[config.mk]
export PLATFORM = sky130hd
export DESIGN_NAME = crate_evt_builder
export DESIGN_NICKNAME = d
export VERILOG_FILES = /design/src/rtl/ceb_pkg.sv /design/src/rtl/ceb_pending.sv /design/src/rtl/ceb_wr_stage.sv /design/src/rtl/ceb_seq.sv /design/src/rtl/crate_evt_builder.sv
export SDC_FILE = /design/constraint.sdc
export NUM_CORES = 1
export LEC_CHECK = 0
export BUFFER_PORTS_ARGS = -buffer_cell sky130_fd_sc_hd__clkbuf_2
export CORE_MARGIN = 2
export CORE_UTILIZATION = 45
export DETAILED_ROUTE_END_ITERATION = 8
export GPL_ROUTABILITY_DRIVEN = 0
export PLACE_DENSITY_LB_ADDON = 0.08
export SYNTH_ARGS = -nofsm -noshare
export SYNTH_HDL_FRONTEND = slang
export SYNTH_HIERARCHICAL = 1
export SYNTH_SLANG_ARGS = --single-unit
export TNS_END_PERCENT = 1
[constraint.sdc]
create_clock -name clk -period 2.61 [get_ports clk]
set_input_delay 0.3915 -clock clk [delete_from_list [all_inputs] [get_ports clk]]
set_output_delay 0.3915 -clock clk [all_outputs]
set_load 0.02 [all_outputs]
[src/rtl/ceb_pkg.sv]
// Package for the crate event builder: the sequencer states, the word tags
// and the builders of header, trailer and error marker words.
// Assumes a 16-bit backplane and FIFO word.
package ceb_pkg;

    localparam int WORD_W = 16;

    localparam logic [3:0] TAG_HEAD  = 4'hC;
    localparam logic [3:0] TAG_TAIL  = 4'hD;
    localparam logic [3:0] TAG_FAULT = 4'hF;

    typedef enum logic [2:0] {
        ST_IDLE,
        ST_HEAD,
        ST_SETUP,
        ST_READ,
        ST_FAULT,
        ST_TAIL
    } ceb_state_e;

    // Header word: tag, crate identifier, event sequence number.
    function automatic logic [WORD_W-1:0] mk_head(input logic [3:0] crate,
                                                  input logic [7:0] seq);
        return {TAG_HEAD, crate, seq};
    endfunction

    // Trailer word: tag and the number of words in the event.
    function automatic logic [WORD_W-1:0] mk_tail(input logic [11:0] cnt);
        return {TAG_TAIL, cnt};
    endfunction

    // Error marker: tag, zero nibble, failing word index, card address.
    function automatic logic [WORD_W-1:0] mk_fault(input logic [2:0] widx,
                                                   input logic [4:0] card);
        return {TAG_FAULT, 4'h0, widx, card};
    endfunction

endpackage

[src/rtl/ceb_pending.sv]
// Pending-accept counter. It rises on an accept pulse and falls when an
// event completes; when both happen in one cycle the count is unchanged.
// It saturates at its maximum, so accepts beyond that are dropped.
// Assumes inc and dec are single-cycle pulses.
module ceb_pending #(
    parameter int PEND_W = 4
) (
    input  logic clk,
    input  logic rst_n,
    input  logic inc,
    input  logic dec,
    output logic nonzero
);
    logic [PEND_W-1:0] count;
    logic              at_max;

    assign at_max  = (count == {PEND_W{1'b1}});
    assign nonzero = (count != '0);

    // Update the count from the accept and completion pulses.
    always_ff @(posedge clk) begin
        if (!rst_n) begin
            count <= '0;
        end else if (inc && !dec && !at_max) begin
            count <= count + 1'b1;
        end else if (dec && !inc && nonzero) begin
            count <= count - 1'b1;
        end
    end
endmodule

[src/rtl/ceb_wr_stage.sv]
// Output register stage toward the FIFO. Each write request from the
// sequencer becomes a registered write one cycle later.
// Assumes the request was only raised while almost-full was low.
module ceb_wr_stage #(
    parameter int W = 16
) (
    input  logic         clk,
    input  logic         rst_n,
    input  logic         req,
    input  logic [W-1:0] word,
    output logic         fifo_wr,
    output logic [W-1:0] fifo_data
);
    // Register the write strobe and its data word.
    always_ff @(posedge clk) begin
        if (!rst_n) begin
            fifo_wr   <= 1'b0;
            fifo_data <= '0;
        end else begin
            fifo_wr <= req;
            if (req) begin
                fifo_data <= word;
            end
        end
    end
endmodule

[src/rtl/ceb_seq.sv]
// Event sequencer. For each pending event it emits a header, walks the
// cards in ascending address order and makes HIT_WORDS+1 strobed reads of
// each. A card that stays silent for TIMEOUT cycles is replaced by an
// error marker. The event ends with a trailer.
// Assumes a card keeps data-valid low and its data stable for as long as
// the strobe is held low. Every write is requested only while almost-full
// is low.
module ceb_seq
    import ceb_pkg::*;
#(
    parameter int NUM_CARDS = 20,
    parameter int HIT_WORDS = 6,
    parameter int TIMEOUT   = 16,
    parameter int ADDR_W    = 5
) (
    input  logic              clk,
    input  logic              rst_n,
    input  logic              pending,
    input  logic [3:0]        crate_id,
    input  logic              bus_dv_n,
    input  logic [WORD_W-1:0] bus_data,
    input  logic              fifo_afull,
    output logic [ADDR_W-1:0] bus_addr,
    output logic              bus_rd_n,
    output logic              wr_req,
    output logic [WORD_W-1:0] wr_word,
    output logic              evt_done
);
    localparam int READS = HIT_WORDS + 1;
    localparam int IDX_W = (READS > 1) ? $clog2(READS) : 1;
    localparam int TMO_W = (TIMEOUT > 1) ? $clog2(TIMEOUT) : 1;

    ceb_state_e        state;
    logic [ADDR_W-1:0] card;
    logic [IDX_W-1:0]  widx;
    logic [TMO_W-1:0]  tmo;
    logic [11:0]       wcnt;
    logic [7:0]        seq;
    logic              last_word;
    logic              last_card;
    logic              got_word;
    logic              timed_out;

    assign last_word = (widx == IDX_W'(READS - 1));
    assign last_card = (card == ADDR_W'(NUM_CARDS - 1));
    assign got_word  = (state == ST_READ) && !bus_dv_n && !fifo_afull;
    assign timed_out = (state == ST_READ) && bus_dv_n && (tmo == TMO_W'(TIMEOUT - 1));
    assign bus_addr  = card;
    assign bus_rd_n  = (state != ST_READ);

    // Choose the write request and word for the current state.
    always_comb begin
        wr_req   = 1'b0;
        wr_word  = bus_data;
        evt_done = 1'b0;
        case (state)
            ST_HEAD: begin
                wr_req  = !fifo_afull;
                wr_word = mk_head(crate_id, seq);
            end
            ST_READ: begin
                wr_req  = got_word;
                wr_word = bus_data;
            end
            ST_FAULT: begin
                wr_req  = !fifo_afull;
                wr_word = mk_fault(3'(widx), 5'(card));
            end
            ST_TAIL: begin
                wr_req   = !fifo_afull;
                wr_word  = mk_tail(wcnt + 12'd1);
                evt_done = !fifo_afull;
            end
            default: ;
        endcase
    end

    // Advance the sequencer, the card and word indices, and the counters.
    always_ff @(posedge clk) begin
        if (!rst_n) begin
            state <= ST_IDLE;
            card  <= '0;
            widx  <= '0;
            tmo   <= '0;
            wcnt  <= '0;
            seq   <= '0;
        end else begin
            case (state)
                ST_IDLE: begin
                    if (pending) begin
                        state <= ST_HEAD;
                    end
                end
                ST_HEAD: begin
                    if (!fifo_afull) begin
                        card  <= '0;
                        widx  <= '0;
                        wcnt  <= 12'd1;
                        state <= ST_SETUP;
                    end
                end
                ST_SETUP: begin
                    if (!fifo_afull) begin
                        tmo   <= '0;
                        state <= ST_READ;
                    end
                end
                ST_READ: begin
                    if (got_word) begin
                        wcnt <= wcnt + 12'd1;
                        if (!last_word) begin
                            widx  <= widx + 1'b1;
                            state <= ST_SETUP;
                        end else if (last_card) begin
                            state <= ST_TAIL;
                        end else begin
                            widx  <= '0;
                            card  <= card + 1'b1;
                            state <= ST_SETUP;
                        end
                    end else if (timed_out) begin
                        state <= ST_FAULT;
                    end else if (bus_dv_n) begin
                        tmo <= tmo + 1'b1;
                    end
                end
                ST_FAULT: begin
                    if (!fifo_afull) begin
                        wcnt <= wcnt + 12'd1;
                        widx <= '0;
                        if (last_card) begin
                            state <= ST_TAIL;
                        end else begin
                            card  <= card + 1'b1;
                            state <= ST_SETUP;
                        end
                    end
                end
                ST_TAIL: begin
                    if (!fifo_afull) begin
                        seq   <= seq + 8'd1;
                        state <= ST_IDLE;
                    end
                end
                default: state <= ST_IDLE;
            endcase
        end
    end
endmodule

[src/rtl/crate_evt_builder.sv]
// Top of the crate event builder. It joins the pending-accept counter,
// the event sequencer and the registered FIFO write stage.
// Assumes a single-cycle l1_accept pulse and a FIFO whose almost-full
// flag leaves room for at least one word in flight.
module crate_evt_builder #(
    parameter int NUM_CARDS = 20,
    parameter int HIT_WORDS = 6,
    parameter int TIMEOUT   = 16,
    parameter int ADDR_W    = 5,
    parameter int PEND_W    = 4
) (
    input  logic              clk,
    input  logic              rst_n,
    input  logic              l1_accept,
    input  logic [3:0]        crate_id,
    output logic [ADDR_W-1:0] bus_addr,
    output logic              bus_rd_n,
    input  logic              bus_dv_n,
    input  logic [15:0]       bus_data,
    output logic              fifo_wr,
    output logic [15:0]       fifo_data,
    input  logic              fifo_afull
);
    logic        pending;
    logic        evt_done;
    logic        wr_req;
    logic [15:0] wr_word;

    ceb_pending #(.PEND_W(PEND_W)) u_pend (
        .clk     (clk),
        .rst_n   (rst_n),
        .inc     (l1_accept),
        .dec     (evt_done),
        .nonzero (pending)
    );

    ceb_seq #(
        .NUM_CARDS (NUM_CARDS),
        .HIT_WORDS (HIT_WORDS),
        .TIMEOUT   (TIMEOUT),
        .ADDR_W    (ADDR_W)
    ) u_seq (
        .clk        (clk),
        .rst_n      (rst_n),
        .pending    (pending),
        .crate_id   (crate_id),
        .bus_dv_n   (bus_dv_n),
        .bus_data   (bus_data),
        .fifo_afull (fifo_afull),
        .bus_addr   (bus_addr),
        .bus_rd_n   (bus_rd_n),
        .wr_req     (wr_req),
        .wr_word    (wr_word),
        .evt_done   (evt_done)
    );

    ceb_wr_stage #(.W(16)) u_wr (
        .clk       (clk),
        .rst_n     (rst_n),
        .req       (wr_req),
        .word      (wr_word),
        .fifo_wr   (fifo_wr),
        .fifo_data (fifo_data)
    );
endmodule

==> results.md, run 1 <==
- Status: completed
- Core area: 7180 µm²
- Count of antenna-violating nets left after detailed routing: 0
- Maximum single-stage delay on the critical path: 0.35 ns
- Largest vdd supply drop: 0.435 mV
- Number of optimization iterations in the first detailed-route pass: 5
- Number of max-slew violations in the final report: 0
- Combinational Power Share: 0.479
- Time the worst path needs with I/O delays and setup: 2.29 ns
- Final hold viol count: 0
- All-layer global routing usage: 0.213
- Vias: 2958
- Netlist Area Pre-Place: 3280 µm²
- Synth Net Count: 413
- Gate count after technology mapping: 381
- Critical path, cell by cell: nor4bb_1, buf_4, a41oi_1, nand2_1, ha_1, a21o_2, a21oi_1, mux2i_1, mux2i_1
- Number of maximum-capacitance violations: 0
- Area share of the largest cell type after synthesis: 0.342
- Leakage: 1.37 nW
- Nature of the critical path startpoint: register
- Antenna fix cells: 0
- Root Buffer: sky130_fd_sc_hd__clkbuf_8
- Number of clock sinks: 56
- Power density normalized to cell area: 859 nW/µm²
- CTS max path bufs: 2
- Worst-case reg-to-reg path depth: 9
- Core occupancy in the finished layout: 0.519
- Number of setup violations in the final report: 0
- Remaining design rule violation count: 0
- Count of different cell masters after synthesis: 71
- First DRT Iteration DRCs: 188
- Total wirelength of the detailed-routed design: 8160 µm
- Horizontal die dimension: 89.4 µm
- Highest-delay cell along the critical path: sky130_fd_sc_hd__nor4bb_1
- Die height: 89.4 µm
- Top fanout value on the critical path: 7
- Cell repeated most along the worst path: sky130_fd_sc_hd__mux2i_1
- Most used flip-flop cell after synthesis: sky130_fd_sc_hd__dfxtp_1
- Post-synth top area cell: sky130_fd_sc_hd__dfxtp_1
- Clock transition at the registers of the reported paths: 0.11 ns
- Max H-tree Level: 2
- Post-route standard cell area excluding fillers: 3730 µm²
- NumNets Final: 458
- Syn avg cell area: 8.61 µm²
- Number of global-route vias before repair: 2648
- Routed length per instance: 15.5 µm
- Io pins: 48
- Ys Warns: 6
- Portion of the clock cycle consumed by the worst path in the final layout: 0.876
- P&R area growth vs syn: 13.6%
- WP data arrival: 2.54 ns
- Routed via count divided by cell count: 5.62
- First-pass GRT wire length: 13100 µm
- Async SR Flop Fraction: 0
- Max Clock Freq: 437 MHz
- P_sw: 1.31 mW
- Class of the worst hold path: in2reg
- Number of input and output port buffers inserted: 47
- Fraction of power spent switching nets: 0.409
- Kind of capture point of the worst setup path: register
- Number of rows in the core area: 31
- Effective utilization at floorplan: 0.457
- Setup Skew: 0.00807 ns
- Largest cells by area after synthesis: sky130_fd_sc_hd__dfxtp_1 (34%), sky130_fd_sc_hd__mux2i_1 (7.0%), sky130_fd_sc_hd__nor2b_1 (4.6%)
- Setup TNS: 0 ns
- Detailed placement HPWL: 5960 µm
- Cell-internal power: 1.89 mW
- Resized cells post-CTS: 0
- Total die area: 7990 µm²
- Number of hold buffers added after CTS: 0
- Sequential-to-total area share from yosys stat: 0.342
- Initial antenna violation count: 0
- Clock latency on the worst-skew pair: 0.32 ns
- Count of state elements after synthesis: 56
- Normalized max-slew margin: 0.279
- Number of enable flip-flop cells after synthesis: 0
- Placed cell areas: 3610 µm²
- Post-CTS Repair Setup Buffers: 0
- CTS buffer count: 5
- Count of filler cells inserted in the layout: 713
- Portion of total power attributed to the clock network: 0.186
- Part of the power in registers: 0.334
- Transition time of the tightest slew-check pin: 1.08 ns
- Fraction of final layout cells sized beyond drive strength 1: 0.190
- TritonCTS clock tree: built
- Pin count of the biggest net entering global routing: 31
- Required time at the endpoint of the critical path: 2.87 ns
- Cell count of the worst hold path: 4
- Critical setup path kind: reg2reg
- Total congestion overflow: 0
- RSZ-0062 raised after global routing: no
-- placed cells by master (no fill, tap or decap), types with 3 or more instances in the layout --
| cell type | n |
|---|---|
| sky130_fd_sc_hd__a22oi_1 | 5 |
| sky130_fd_sc_hd__nor2_1 | 23 |
| sky130_fd_sc_hd__nand2_1 | 36 |
| sky130_fd_sc_hd__nand3_1 | 9 |
| sky130_fd_sc_hd__o21ai_0 | 19 |
| sky130_fd_sc_hd__a211oi_1 | 3 |
| sky130_fd_sc_hd__nand4_1 | 6 |
| sky130_fd_sc_hd__xnor2_1 | 11 |
| sky130_fd_sc_hd__nor3_1 | 4 |
| sky130_fd_sc_hd__mux2i_1 | 23 |
| sky130_fd_sc_hd__or3_1 | 6 |
| sky130_fd_sc_hd__ha_1 | 6 |
| sky130_fd_sc_hd__clkbuf_8 | 5 |
| sky130_fd_sc_hd__a21oi_1 | 21 |
| sky130_fd_sc_hd__dfxtp_1 | 56 |
| sky130_fd_sc_hd__inv_1 | 9 |
| sky130_fd_sc_hd__xor2_1 | 5 |
| sky130_fd_sc_hd__nand2b_1 | 8 |
| sky130_fd_sc_hd__o21ai_1 | 6 |
| sky130_fd_sc_hd__o221ai_1 | 3 |
| sky130_fd_sc_hd__buf_4 | 10 |
| sky130_fd_sc_hd__o32a_1 | 4 |
| sky130_fd_sc_hd__o31ai_1 | 4 |
| sky130_fd_sc_hd__and3_1 | 3 |
| sky130_fd_sc_hd__clkbuf_2 | 47 |
| sky130_fd_sc_hd__a31oi_1 | 7 |
| sky130_fd_sc_hd__a2bb2oi_1 | 4 |
| sky130_fd_sc_hd__a32oi_1 | 4 |
| sky130_fd_sc_hd__nor2b_1 | 24 |
| sky130_fd_sc_hd__nor4_1 | 4 |
-- Yosys cell counts, types with 5 or more instances --
library cell                n
sky130_fd_sc_hd__dfxtp_1   56
sky130_fd_sc_hd__nand2_1   36
sky130_fd_sc_hd__nor2b_1   24
sky130_fd_sc_hd__mux2i_1   23
sky130_fd_sc_hd__nor2_1    23
sky130_fd_sc_hd__a21oi_1   22
sky130_fd_sc_hd__o21ai_0   19
sky130_fd_sc_hd__buf_2     11
sky130_fd_sc_hd__xnor2_1   11
sky130_fd_sc_hd__inv_1      9
sky130_fd_sc_hd__nand3_1    9
sky130_fd_sc_hd__nand2b_1   8
sky130_fd_sc_hd__a31oi_1    7
sky130_fd_sc_hd__ha_1       6
sky130_fd_sc_hd__nand4_1    6
sky130_fd_sc_hd__o21ai_1    6
sky130_fd_sc_hd__or3_1      6
sky130_fd_sc_hd__a22oi_1    5
sky130_fd_sc_hd__clkbuf_1   5
sky130_fd_sc_hd__xor2_1     5
-- through the flow --
stage	instances	setup WS (ns)	hold WS (ns)	power, mW
floorplan	381	0.281	0.446	2.26
global placement	518	0.300	0.455	2.61
detailed placement	518	0.176	0.463	2.62
CTS	526	0.293	0.411	3.22
global route	526	0.0587	0.423	3.42
finish	526	0.324	0.418	3.20
-- metal layers --
layer | vias up | wire [µm] | global-route usage
met4 | 0 | 91 | 0.0516
met3 | 13 | 415 | 0.0379
met5 | - | 0 | 0
li1 | 1494 | - | -
met1 | 1383 | 4080 | 0.317
met2 | 68 | 3580 | 0.320
-- worst paths after layout --
check	startpoint	to	slack (ns)
setup / recovery	u_seq/state[2]	u_pend/count[3]	0.32
hold / removal	bus_data[15]	u_wr/fifo_data[15]	0.42
setup reg to reg	u_seq/state[2]	u_pend/count[3]	0.32
hold reg to reg	u_seq/wcnt[11]	u_seq/wcnt[11]	0.48
-- power groups by stage --
stage | Sequential, mW | Combinational (mW) | Clock, mW
after floorplan | 1.16 | 1.11 | 0
after global routing | 1.09 | 1.69 | 0.648
after CTS | 1.07 | 1.53 | 0.616
after global placement | 1.09 | 1.52 | 0
final | 1.07 | 1.53 | 0.597
after detailed placement | 1.09 | 1.53 | 0
-- critical path: cells and delay by family, from the launching register on --
kind / cells / cell delay, ns
AO/OA/AOI/OAI: 3 / 0.45
AND/OR/NAND/NOR: 2 / 0.55
flip-flops: 1 / 0.34
adder cells (fa/ha/maj): 1 / 0.26
multiplexers: 2 / 0.41
buffers and inverters: 1 / 0.22
-- registers in the layout (all words and copies together) (netlist names) --
signal,flops
u_wr/fifo_wr,1
u_seq/tmo,4
u_seq/widx,3
u_seq/bus_addr,5
u_seq/seq,8
u_pend/count,4
u_seq/state,3
u_wr/fifo_data,16
u_seq/wcnt,12
-- layout make-up --
type / instances / area (µm²) / share of cell area
multi-input cells: 295 / 2010 / 0.540
flip-flops and latches: 56 / 1120 / 0.301
repair buffers: 57 / 310 / 0.0832
well taps: 99 / 124 / 0.0332
clock buffers: 5 / 68.8 / 0.0185
clock inverters: 3 / 47.5 / 0.0128
inverters: 11 / 41.3 / 0.0111
-- logic make-up after synthesis --
kind of cell,count (synthesis),synth area share
buffers and inverters,30,0.0457
AND/OR/NAND/NOR,143,0.240
flip-flops,56,0.342
XOR/XNOR,17,0.0477
adder cells (fa/ha/maj),7,0.0290
multiplexers,25,0.0770
AO/OA/AOI/OAI,103,0.219
Note: power is estimated with default switching activity, not from simulation.
==> run 2: changes to the inputs <==
Settings changed: REMOVE_ABC_BUFFERS set to 1, SYNTH_HIERARCHICAL 1 to not set.
==> results.md, run 2 <==
- Leakage: 1.39 nW (+1.7%)
- Count of antenna-violating nets left after detailed routing: 0 (unchanged)
- Fraction of power spent switching nets: 0.389 (-0.0198)
- NumNets Final: 475 (+3.7%)
- Core area: 6830 µm² (-4.8%)
- Remaining design rule violation count: 0 (unchanged)
- Number of clock sinks: 56 (unchanged)
- First-pass GRT wire length: 13900 µm (+6.1%)
- Ys Warns: 0 (-6)
- Most frequent cell after synthesis: sky130_fd_sc_hd__dfxtp_1
- Total die area: 7760 µm² (-3.0%)
- Root Buffer: sky130_fd_sc_hd__clkbuf_8
- Top fanout value on the critical path: 12 (+5)
- Die height: 88.1 µm (-1.5%)
- Routed via count divided by cell count: 5.78 (+2.8%)
- Sequential-to-total area share from yosys stat: 0.352 (+0.0109)
- Part of the power in registers: 0.433 (+0.099)
- Number of max-slew violations in the final report: 0 (unchanged)
- Power density normalized to cell area: 652 nW/µm² (-24%)
- Number of global-route vias before repair: 2774 (+4.8%)
- Fraction of final layout cells sized beyond drive strength 1: 0.165 (-0.0249)
- Syn avg cell area: 7.95 µm² (-7.7%)
- Number of setup violations in the final report: 0 (unchanged)
- Horizontal die dimension: 88.1 µm (-1.5%)
- Portion of total power attributed to the clock network: 0.201 (+0.015)
- Area share of the largest cell type after synthesis: 0.352 (+0.0109)
- P&R area growth vs syn: 13.3%
- Register containing the most flip-flops in the final layout: u_wr.fifo_data
- Most used flip-flop cell after synthesis: sky130_fd_sc_hd__dfxtp_1
- Largest cells by area after synthesis: sky130_fd_sc_hd__dfxtp_1 (35%), sky130_fd_sc_hd__nor2_1 (5.2%), sky130_fd_sc_hd__a21oi_1 (4.9%)
- Portion of the clock cycle consumed by the worst path in the final layout: 0.860 (-0.0162)
- Pin count of the biggest net entering global routing: 24 (-23%)
- TritonCTS clock tree: built
- Largest vdd supply drop: 0.271 mV (-38%)
- Required time at the endpoint of the critical path: 2.82 ns (-0.05 ns)
- Netlist Area Pre-Place: 3180 µm² (-3.1%)
- RSZ-0062 raised after global routing: no
- Number of optimization iterations in the first detailed-route pass: 5 (unchanged)
- Initial antenna violation count: 0 (unchanged)
- First DRT Iteration DRCs: 306 (+63%)
- Class of the worst hold path: in2reg
- Vias: 3115 (+5.3%)
- Routed length per instance: 16.0 µm (+3.1%)
- Count of different cell masters after synthesis: 63 (-11%)
- Antenna fix cells: 0 (unchanged)
- Post-CTS Repair Setup Buffers: 0 (unchanged)
- Resized cells post-CTS: 0 (unchanged)
- Setup TNS: 0 ns (unchanged)
- Kind of capture point of the worst setup path: register
- Clock transition at the registers of the reported paths: 0.10 ns (about the same)
- CTS max path bufs: 2 (unchanged)
- Total congestion overflow: 0 (unchanged)
- WP data arrival: 2.45 ns (-0.09 ns)
- Post-route standard cell area excluding fillers: 3600 µm² (-3.3%)
- Number of input and output port buffers inserted: 47 (unchanged)
- Critical setup path kind: reg2reg
- Max H-tree Level: 2 (unchanged)
- Number of enable flip-flop cells after synthesis: 0 (unchanged)
- Combinational Power Share: 0.366 (-0.113)
- P_sw: 0.914 mW (-30%)
- Io pins: 48 (unchanged)
- Async SR Flop Fraction: 0 (unchanged)
- Most common library cell in the layout ignoring fill and taps: sky130_fd_sc_hd__dfxtp_1
- Time the worst path needs with I/O delays and setup: 2.24 ns (-0.0423 ns)
- Placed cell areas: 3520 µm² (-2.5%)
- Commonest cells in the synthesized netlist: sky130_fd_sc_hd__dfxtp_1 (56), sky130_fd_sc_hd__nor2_1 (44), sky130_fd_sc_hd__nand2_1 (38)
- Number of rows in the core area: 30 (-3.2%)
- Gate count after technology mapping: 400 (+5.0%)
- CTS buffer count: 5 (unchanged)
- Effective utilization at floorplan: 0.466 (+0.00820)
- Number of hold buffers added after CTS: 0 (unchanged)
- Most frequent cells in the layout: sky130_fd_sc_hd__dfxtp_1 (56), sky130_fd_sc_hd__clkbuf_2 (47), sky130_fd_sc_hd__nor2_1 (44)
- Final hold viol count: 0 (unchanged)
- Total wirelength of the detailed-routed design: 8620 µm (+5.6%)
- Max Clock Freq: 446 MHz (+1.9%)
- Registers with the highest flip-flop counts: u_wr.fifo_data: 16 flops, u_seq.wcnt: 12 flops, u_seq.seq: 8 flops
- Clock latency on the worst-skew pair: 0.32 ns (about the same)
- Normalized max-slew margin: 0.517 (+0.239)
- Transition time of the tightest slew-check pin: 0.721 ns (-0.361 ns)
- Post-synth top area cell: sky130_fd_sc_hd__dfxtp_1
- Count of state elements after synthesis: 56 (unchanged)
- Setup Skew: 0.00710 ns (-0.000969 ns)
- Number of maximum-capacitance violations: 0 (unchanged)
- Number of flip-flops under the largest register name: 16 (unchanged)
- Status: completed
- Nature of the critical path startpoint: register
- All-layer global routing usage: 0.232 (+0.0183)
- Cell-internal power: 1.43 mW (-24%)
- Detailed placement HPWL: 6330 µm (+6.2%)
run 2: power groups by stage:
stage	clock, mW	sequential, mW	combinational (mW)
5_1_grt	0.520	1.03	0.943
3_5_place_dp	0	1.03	0.842
2_1_floorplan	0	1.13	0.442
4_1_cts	0.489	1.02	0.848
3_3_place_gp	0	1.03	0.837
6_report	0.472	1.02	0.859
run 2: layer usage:
metal	vias up	global-route usage	wire length, µm
met5	-	0	0
met4	0	0.0496	122
met3	13	0.0311	472
met2	106	0.371	3980
met1	1461	0.334	4050
li1	1535	-	-
run 2: cell families (layout without fill, tap and decap cells):
family,count (synthesis),count (layout),share of synthesized area
muxes,6,6,0.0197
and+or+nand+nor,166,166,0.269
xor gates and xnor gates,20,20,0.0551
DFF,56,56,0.352
buffers and inverters,34,77,0.0456
adders and majority gates,7,7,0.0299
AOI/OAI and AO/OA,111,111,0.228
run 2: critical path, cell delays in order (launching register included):
cell	delay, ns
sky130_fd_sc_hd__dfxtp_1	0.59
sky130_fd_sc_hd__and4bb_1	0.26
sky130_fd_sc_hd__nand3b_1	0.23
sky130_fd_sc_hd__ha_1	0.28
sky130_fd_sc_hd__a21o_1	0.17
sky130_fd_sc_hd__a21oi_1	0.17
sky130_fd_sc_hd__mux2i_1	0.24
sky130_fd_sc_hd__xnor2_1	0.14
sky130_fd_sc_hd__nor2_1	0.05
run 2: layout make-up:
| cell class | count | area [µm²] |
|---|---|---|
| Clock buffer | 5 | 68.8 |
| Sequential cell | 56 | 1120 |
| Multi-Input combinational cell | 310 | 1910 |
| Timing Repair Buffer | 59 | 325 |
| Inverter | 11 | 41.3 |
| Fill cell | 707 | 3230 |
| Clock inverter | 2 | 12.5 |
| Tap cell | 96 | 120 |
run 2: worst paths after layout:
check,slack [ns],to,startpoint,cells past startpoint
worst max-delay path,0.37,u_pend.count[3],u_seq.state[0],8
worst min-delay path,0.32,u_wr.fifo_data[15],bus_data[15],3
worst max register to register,0.37,u_pend.count[3],u_seq.state[0],8
worst min register to register,0.45,u_wr.fifo_data[3],u_wr.fifo_data[3],2
run 2: stage by stage:
stage	util	hold slack, ns	setup WS, ns	power (mW)	instances
after detailed placement	0.516	0.443	0.405	1.88	532
after global routing	0.527	0.325	0.164	2.49	539
final	0.527	0.322	0.366	2.35	539
after CTS	0.527	0.320	0.379	2.35	539
after floorplan	-	0.449	0.0187	1.57	377
after global placement	0.516	0.441	0.396	1.87	532
==> run 3: changes to the inputs <==
Settings changed: MAX_ROUTING_LAYER set to met4.
==> results.md, run 3 (synthesis results as in run 2) <==
- Status: completed
- Multi-input gate area: 1910 µm² (unchanged)
- Number of standard cells in the final layout excluding fillers: 539 (unchanged)
- TritonCTS clock tree: built
- Number of optimization iterations in the first detailed-route pass: 5 (unchanged)
- CTS max path bufs: 2 (unchanged)
- Horizontal die dimension: 88.1 µm (unchanged)
- Clock latency on the worst-skew pair: 0.32 ns (about the same)
- Max Clock Freq: 445 MHz (-0.20%)
- Setup Skew: 0.00593 ns (-0.00117 ns)
- Final hold viol count: 0 (unchanged)
- Leakage: 1.39 nW (unchanged)
- Fraction of final layout cells sized beyond drive strength 1: 0.165 (unchanged)
- Root Buffer: sky130_fd_sc_hd__clkbuf_8
- Number of setup violations in the final report: 0 (unchanged)
- Number of flip-flops under the largest register name: 16 (unchanged)
- Number of input and output port buffers inserted: 47 (unchanged)
- Critical path, cell by cell: and4bb_1, nand3b_1, ha_1, a21o_1, a21oi_1, mux2i_1, xnor2_1, nor2_1
- Total congestion overflow: 0 (unchanged)
- Transition time of the tightest slew-check pin: 0.734 ns (+0.0133 ns)
- Number of rows in the core area: 30 (unchanged)
- P&R area growth vs syn: 13.3% (unchanged)
- Power density normalized to cell area: 652 nW/µm² (about the same)
- Routed via count divided by cell count: 5.81 (+0.61%)
- Number of hold buffers added after CTS: 0 (unchanged)
- Count of antenna-violating nets left after detailed routing: 0 (unchanged)
- Critical setup path kind: reg2reg
- Cell count of the worst hold path: 3 (unchanged)
- Resized cells post-CTS: 0 (unchanged)
- Top fanout value on the critical path: 12 (unchanged)
- Cell Count Post-Placement: 532 (unchanged)
- Maximum single-stage delay on the critical path: 0.60 ns (about the same)
- Antenna fix cells: 0 (unchanged)
- Vias: 3134 (+0.61%)
- WP data arrival: 2.46 ns (about the same)
- Initial antenna violation count: 0 (unchanged)
- Internal reg-to-reg setup slack: 0.36 ns (about the same)
- Io pins: 48 (unchanged)
- Total wirelength of the detailed-routed design: 8650 µm (+0.30%)
- Number of maximum-capacitance violations: 0 (unchanged)
- Remaining design rule violation count: 0 (unchanged)
- Normalized max-slew margin: 0.509 (-0.00890)
- Hold_ws: 0.317 ns (-0.00466 ns)
- First DRT Iteration DRCs: 277 (-9.5%)
- Register containing the most flip-flops in the final layout: u_wr.fifo_data
- Class of the worst hold path: in2reg
- Setup TNS: 0 ns (unchanged)
- Core area: 6830 µm² (unchanged)
- Pin count of the biggest net entering global routing: 24 (unchanged)
- Registers with the highest flip-flop counts: u_wr.fifo_data: 16 flops, u_seq.wcnt: 12 flops, u_seq.seq: 8 flops
- Highest-delay cell along the critical path: sky130_fd_sc_hd__dfxtp_1
- Most frequent cells in the layout: sky130_fd_sc_hd__dfxtp_1 (56), sky130_fd_sc_hd__clkbuf_2 (47), sky130_fd_sc_hd__nor2_1 (44)
- Post-CTS Repair Setup Buffers: 0 (unchanged)
- Total die area: 7760 µm² (unchanged)
- Most common library cell in the layout ignoring fill and taps: sky130_fd_sc_hd__dfxtp_1
- Die height: 88.1 µm (unchanged)
- Required time at the endpoint of the critical path: 2.82 ns (about the same)
- Number of global-route vias before repair: 2777 (+0.11%)
- Portion of the clock cycle consumed by the worst path in the final layout: 0.861 (+0.00173)
- Area of all sequential standard cells: 1120 µm² (unchanged)
- First-pass GRT wire length: 13900 µm (-0.10%)
- Max H-tree Level: 2 (unchanged)
- RSZ-0062 raised after global routing: no
- NumNets Final: 475 (unchanged)
- Kind of capture point of the worst setup path: register
- Number of clock sinks: 56 (unchanged)
- Number of max-slew violations in the final report: 0 (unchanged)
- Clock transition at the registers of the reported paths: 0.10 ns (about the same)
- Effective utilization at floorplan: 0.466 (unchanged)
- Worst-case reg-to-reg path depth: 8 (unchanged)
- CTS buffer count: 5 (unchanged)
- Time the worst path needs with I/O delays and setup: 2.25 ns (+0.00452 ns)
- Largest vdd supply drop: 0.271 mV (+0.11%)
- Detailed placement HPWL: 6330 µm (unchanged)
- Count of filler cells inserted in the layout: 707 (unchanged)
- All-layer global routing usage: 0.239 (+0.00717)
- Nature of the critical path startpoint: register
- Routed length per instance: 16.0 µm (+0.30%)
run 3: cell counts in the layout (fill, tap and decap cells not counted):
No cell type changed its count.
run 3: final cells by class:
class                      count  share of cell area
sequential                    56               0.311
inverter                      11              0.0115
clock buffer                   5              0.0191
clock inverter                 2             0.00347
multi-input combinational    310               0.531
timing repair buffer          59              0.0903
tap                           96              0.0333
run 3: final timing paths:
check	start	to
max	u_seq.state[0]	u_pend.count[3]
min	bus_data[15]	u_wr.fifo_data[15]
max reg2reg	u_seq.state[0]	u_pend.count[3]
min reg2reg	u_wr.fifo_data[3]	u_wr.fifo_data[3]
run 3: critical path, delay by kind of cell (launching register included):
kind | cells | cell delay (ns)
AOI/OAI and AO/OA | 2 | 0.34
DFF | 1 | 0.60
xor gates and xnor gates | 1 | 0.14
adders and majority gates | 1 | 0.28
muxes | 1 | 0.24
and+or+nand+nor | 3 | 0.54
run 3: routing by layer:
metal	part of all wire	routed length (µm)	vias to the layer above	GRT usage
li1	-	-	1537	-
met1	0.47	4050	1471	0.333
met2	0.47	4030	114	0.373
met3	0.053	462	12	0.0311
met4	0.012	108	0	0.0496
met5	0	0	-	-
run 3: per-stage QoR:
| stage | setup WS (ns) | utilization | total power [mW] | instance area, µm² |
|---|---|---|---|---|
| after floorplan | 0.0187 | - | 1.57 | 3080 |
| after global placement | 0.396 | 0.516 | 1.87 | 3520 |
| after detailed placement | 0.405 | 0.516 | 1.88 | 3520 |
| after CTS | 0.379 | 0.527 | 2.35 | 3600 |
| after global routing | 0.164 | 0.527 | 2.49 | 3600 |
| final | 0.362 | 0.527 | 2.35 | 3600 |
run 3: power by group:
group          internal, mW  total [mW]  switching, mW  leakage [nW]
clock network         0.183       0.475          0.292        0.0400
registers             0.934        1.02         0.0830         0.454
logic                 0.317       0.857          0.540         0.900
